File: src/rtl/tsb_pkg.sv
package tsb_pkg;

  // What the shared engine does with the current channel's count in a slot.
  typedef enum logic [1:0] {
    ACT_LOAD = 2'd0,  // fresh divisor or cleared count: reload, stay quiet
    ACT_FIRE = 2'd1,  // count expired: pulse and reload
    ACT_STEP = 2'd2   // count running: decrement
  } tsb_act_e;

endpackage

File: src/rtl/ts_slot_ctr.sv
module ts_slot_ctr #(
  parameter int NUM_CH = 4,
  localparam int CH_W = $clog2(NUM_CH)
) (
  input  logic            clk,
  input  logic            rst_n,
  output logic [CH_W-1:0] slot
);

  localparam logic [CH_W-1:0] LAST = CH_W'(NUM_CH - 1);

  always_ff @(posedge clk or negedge rst_n) begin
    if (!rst_n) slot <= '0;
    else if (slot == LAST) slot <= '0;
    else slot <= slot + 1'b1;
  end

endmodule

File: src/rtl/ts_count_bank.sv
module ts_count_bank #(
  parameter int NUM_CH = 4,
  parameter int DIV_W  = 16,
  localparam int CH_W = $clog2(NUM_CH)
) (
  input  logic             clk,
  input  logic             rst_n,
  input  logic [CH_W-1:0]  idx,
  output logic [DIV_W-1:0] rd_cnt,
  output logic [DIV_W-1:0] rd_last,
  input  logic [DIV_W-1:0] wr_cnt,
  input  logic [DIV_W-1:0] wr_last
);

  logic [DIV_W-1:0] cnt_q  [NUM_CH];
  logic [DIV_W-1:0] last_q [NUM_CH];

  for (genvar c = 0; c < NUM_CH; c++) begin : g_ch
    always_ff @(posedge clk or negedge rst_n) begin
      if (!rst_n) begin
        cnt_q[c]  <= '0;
        last_q[c] <= '0;
      end else if (idx == CH_W'(c)) begin
        cnt_q[c]  <= wr_cnt;
        last_q[c] <= wr_last;
      end
    end
  end

  assign rd_cnt  = cnt_q[idx];
  assign rd_last = last_q[idx];

endmodule

File: src/rtl/ts_div_engine.sv
module ts_div_engine
  import tsb_pkg::*;
#(
  parameter int DIV_W = 16
) (
  input  logic [DIV_W-1:0] cnt,
  input  logic [DIV_W-1:0] last,
  input  logic [DIV_W-1:0] div,
  output logic [DIV_W-1:0] nxt_cnt,
  output logic [DIV_W-1:0] nxt_last,
  output logic             fire
);

  tsb_act_e         act;
  logic [DIV_W-1:0] eff;

  assign eff = (div == '0) ? DIV_W'(1) : div;

  always_comb begin
    if (cnt == '0 || div != last) act = ACT_LOAD;
    else if (cnt == DIV_W'(1))    act = ACT_FIRE;
    else                          act = ACT_STEP;
  end

  always_comb begin
    unique case (act)
      ACT_LOAD: nxt_cnt = eff;
      ACT_FIRE: nxt_cnt = eff;
      default:  nxt_cnt = cnt - 1'b1;
    endcase
  end

  assign fire     = (act == ACT_FIRE);
  assign nxt_last = div;

endmodule

File: src/rtl/tsbaud_gen.sv
module tsbaud_gen #(
  parameter int NUM_CH = 4,
  parameter int DIV_W  = 16,
  localparam int CH_W = $clog2(NUM_CH)
) (
  input  logic                    clk,
  input  logic                    rst_n,
  input  logic [NUM_CH*DIV_W-1:0] div_i,
  output logic                    tick_o,
  output logic [CH_W-1:0]         ch_o
);

  if (NUM_CH != 4 && NUM_CH != 8 && NUM_CH != 16) begin : g_bad_count
    $error("tsbaud_gen: NUM_CH must be 4, 8 or 16");
  end

  logic [DIV_W-1:0] div_arr [NUM_CH];
  for (genvar c = 0; c < NUM_CH; c++) begin : g_unpack
    assign div_arr[c] = div_i[c*DIV_W +: DIV_W];
  end

  logic [CH_W-1:0]  slot;
  logic [DIV_W-1:0] cur_cnt, cur_last, nxt_cnt, nxt_last;
  logic             fire;

  ts_slot_ctr #(.NUM_CH(NUM_CH)) u_slot (
    .clk  (clk),
    .rst_n(rst_n),
    .slot (slot)
  );

  ts_count_bank #(.NUM_CH(NUM_CH), .DIV_W(DIV_W)) u_bank (
    .clk    (clk),
    .rst_n  (rst_n),
    .idx    (slot),
    .rd_cnt (cur_cnt),
    .rd_last(cur_last),
    .wr_cnt (nxt_cnt),
    .wr_last(nxt_last)
  );

  ts_div_engine #(.DIV_W(DIV_W)) u_eng (
    .cnt     (cur_cnt),
    .last    (cur_last),
    .div     (div_arr[slot]),
    .nxt_cnt (nxt_cnt),
    .nxt_last(nxt_last),
    .fire    (fire)
  );

  always_ff @(posedge clk or negedge rst_n) begin
    if (!rst_n) begin
      tick_o <= 1'b0;
      ch_o   <= CH_W'(NUM_CH - 1);
    end else begin
      tick_o <= fire;
      ch_o   <= slot;
    end
  end

endmodule

File: config.mk
export PLATFORM = sky130hd
export DESIGN_NAME = tsbaud_gen
export DESIGN_NICKNAME = d
export VERILOG_FILES = /design/src/rtl/tsb_pkg.sv /design/src/rtl/ts_slot_ctr.sv /design/src/rtl/ts_count_bank.sv /design/src/rtl/ts_div_engine.sv /design/src/rtl/tsbaud_gen.sv
export SDC_FILE = /design/constraint.sdc
export NUM_CORES = 1
export LEC_CHECK = 0
export BUFFER_PORTS_ARGS = -buffer_cell sky130_fd_sc_hd__buf_2
export CAP_MARGIN = 30
export CORE_MARGIN = 2
export CORE_UTILIZATION = 30
export CTS_CLUSTER_DIAMETER = 100
export DETAILED_ROUTE_END_ITERATION = 8
export GPL_ROUTABILITY_DRIVEN = 0
export MAX_ROUTING_LAYER = met4
export RECOVER_POWER = 100
export SYNTH_ARGS = -nofsm -noshare
export SYNTH_HDL_FRONTEND = slang
export SYNTH_SLANG_ARGS = --single-unit
File: constraint.sdc
create_clock -name clk -period 7.48 [get_ports clk]
set_input_delay 1.496 -clock clk [delete_from_list [all_inputs] [get_ports clk]]
set_output_delay 1.496 -clock clk [all_outputs]
set_load 0.01 [all_outputs]
==> impl_results.md <==
* Compound-gate portion of the synthesized area at 12.3%
* Nets at 719
* Resize count post-CTS at 0
* Pre-CTS setup slack at slightly above 3000 ps
* Worst Tran Pin Value at around 3000 ps
* Crit path DAT at 5900 ps
* Worst reg-to-reg setup slack at roughly 1900 ps
* Critical Path RT at approximately 7800 ps
* DRT antenna net count at 0
* Max clock buf depth at 2
* DRT iter0 DRCs at 416
* Fillers at ~2300
* Diode count at 0
* I/O Pins at 69
* Largest family of logic cells by synthesized area: multiplexers
* Setup WS post-layout at 1860 ps
* Rel. slew slack at -100%
* FFs w/ async S/R, synth at 100%
* Power Density at 207 nW/µm²
* Net Count, Synth at 663
* Total Routing Usage GR at around 15%
* Critical Path Fanout Max at 43
* Cell variety after synth at 52
* Drt pass-1 iters at 5
* DR vias at about 5200
* Seq cells post-synth at 133
* Antenna violations before repair at 0
* Tcrit/Tclk final at approximately three quarters
* Worst hold-check path type: register to register
* Crit. End Element: register
* Clock transition at the registers of the reported paths at roughly 60 ps
* CTS Sinks at 133
* Post-synthesis xor/xnor area fraction at between 2 and 3%
* Setup TNS at 0 ps
* Worst skew pair latency at ~440 ps
* Die area at between 20000 and 30000 µm²
* Postcts setup bufs at 0
* Setup Viol. Count Final at 0
* H-tree levels at 4
* Post-DR wirelength/cell at between 15 and 20 µm
* Reg2reg path depth at 7
* Hold_buf cts at 0
* Fraction of layout cells with a size suffix above 1 at 34.2%
* I/O Buffers at 68
* Worst VDD drop at 0.000144 V
* Unrepaired setup endpoints after global routing: no
* Largest net degree at the start of global routing at between 50 and 60
* Worst r2r dst: u_bank.cnt_q[18]$_DFFE_PN0N_
* CTS buffer count at 17
* Max-slew violations at about 130
* Failing checks: capacitance limit, slew limit
* Leak at approximately 3.4 nW
* Yosys warns at 0
* Crit start category: register
* # rows at 56
* Root Driver: clkbuf_16
* Clock skew at 17.4 ps
* Yosys top cell area share at 45.1%
* Crit path capture: u_bank.cnt_q[18]$_DFFE_PN0N_
* Pwr Total at 1.75 mW
* Synth area leader: dfrtp_1
* Cells after Synth at between 500 and 600
* Seq/Total Area, Yosys at between 40 and 50%
* Mux share of post-synthesis cell area at 22.8%
* Syn_area_per_cell at about 12 µm²
* Final WL at around 18000 µm
* Die W at between 150 and 200 µm
* Vias in the first global route at between 5000 and 6000
* Die Ht at ~160 µm
* Critical path class: register to register
* HPWL after DPL at approximately 12000 µm
* Via/cell ratio at around 5.3
* Mapped cell area at roughly 7300 µm²
* Status: complete, but fails checks
* Initial core utilization at between 30% and 40%
* Gr ovfl total at 0
* CTS tree: built
* Dominant cells by area after synthesis: dfrtp_1, mux4_2, mux2_2, o31ai_1, nand2_1
* Period minus WS final at about 5600 ps
* Post-synth EDFFs at 0
* Placeable Area at between 20000 and 25000 µm²
* Worst flop-to-flop path startpoint: u_slot.slot[1]$_DFF_PN0_
* Simple-Gate Fraction of Synth Area at between 10% and 20%
* F_max at 178 MHz
* Max-Cap Viols at 3
* Post-synth top flop: dfrtp_1
* CP startpoint: u_slot.slot[1]$_DFF_PN0_
* DRC violations left at 0
* P&R area growth vs syn at 16.8%
* Final Hold Viols at 0
* Global-route wire length before repair at about 30000 µm
* Adder-cell share of the synthesized area at under 10%
per-stage QoR:
step	util (%)	std cells	instance area, µm²	hold slack [ps]
floorplan	-	591	7260	401
finish	35.9	979	8480	472
global route	35.9	979	8480	493
CTS	36.0	979	8510	474
detailed placement	33.5	947	7920	461
global placement	33.3	945	7870	455
worst max-delay path, stage by stage, from the launching register on:
cell	delay, ps
dfrtp_1	670
clkbuf_1	1980
inv_1	490
mux4_2	710
nor2_1	180
nand4b_1	540
a21oi_1	710
o31ai_1	170
report_power, final:
part           switching (mW)  leakage (nW)  total (mW)  internal, mW
Combinational          0.0718          1.56       0.140        0.0679
Sequential             0.0187          1.55       0.774         0.755
Clock                   0.335         0.275       0.839         0.504
cells in the final DEF, fill, tap and decap left out, types with 16 or more instances in the layout:
master and n:
inv_1 19, nand2_1 60, xor2_1 17, buf_2 64
clkbuf_16 17, o31ai_1 40, dfrtp_1 130, mux4_2 50
o21ai_0 16, mux2_2 47, nor2_1 21
synthesized netlist by cell type (all sizes together) (2+ instances only):
cell type / count
dfstp: 2
a2111o: 8
clkbuf: 23
a2bb2oi: 10
buf: 18
a311o: 2
o31ai: 40
a21o: 5
mux2: 47
mux4: 50
or3: 4
inv: 19
nor4: 14
xor2: 17
nand3: 8
nand2: 60
o2bb2ai: 2
or2: 6
nand4: 10
nor3: 10
clkinv: 3
o21a: 2
ha: 6
nor2: 21
xnor2: 6
a21oi: 10
a22oi: 4
a31oi: 8
o21ai: 18
and2: 7
o211ai: 10
dfrtp: 131
cells by family after synthesis:
family          count (synthesis)
xor+xnor                       23
compound gates                122
fa+ha+maj                       6
buf+inv                        63
flops                         133
mux                            97
simple gates                  147
state kept, by name, indices dropped and copies added (netlist names):
name,count
ch_o,2
tick_o,1
u_bank.cnt_q,64
u_bank.last_q,64
u_slot.slot,2
cell type report:
type / instances / area, µm² / share of cell area [%]
Clock buffer: 19 / 443 / 5.22
Clock inverter: 13 / 149 / 1.76
Inverter: 22 / 82.6 / 0.973
Multi-Input combinational cell: 395 / 3640 / 42.9
Sequential cell: 133 / 3330 / 39.3
Tap cell: 319 / 399 / 4.71
Timing Repair Buffer: 78 / 432 / 5.09
worst min-delay path by stage:
stage                                      start                      endpoint  slack (ps)  cells past startpoint
floorplan               u_slot.slot[0]$_DFF_PN0_             ch_o[0]$_DFF_PN1_         400                      0
global placement    u_bank.cnt_q[16]$_DFFE_PN0N_  u_bank.cnt_q[16]$_DFFE_PN0N_         450                      2
detailed placement  u_bank.cnt_q[26]$_DFFE_PN0N_  u_bank.cnt_q[26]$_DFFE_PN0N_         460                      2
CTS                 u_bank.cnt_q[26]$_DFFE_PN0N_  u_bank.cnt_q[26]$_DFFE_PN0N_         470                      2
global route        u_bank.cnt_q[10]$_DFFE_PN0P_  u_bank.cnt_q[10]$_DFFE_PN0P_         490                      2
finish              u_bank.cnt_q[31]$_DFFE_PN0N_  u_bank.cnt_q[31]$_DFFE_PN0N_         470                      2
layer usage:
metal	global-route usage, %	share of wire [%]	vias up
li1	-	-	2363
met1	20.4	46	2651
met2	23.7	47	126
met3	3.67	5.0	11
met4	4.17	1.2	0
met5	-	0	-
Note: power is estimated with default switching activity, not from simulation.
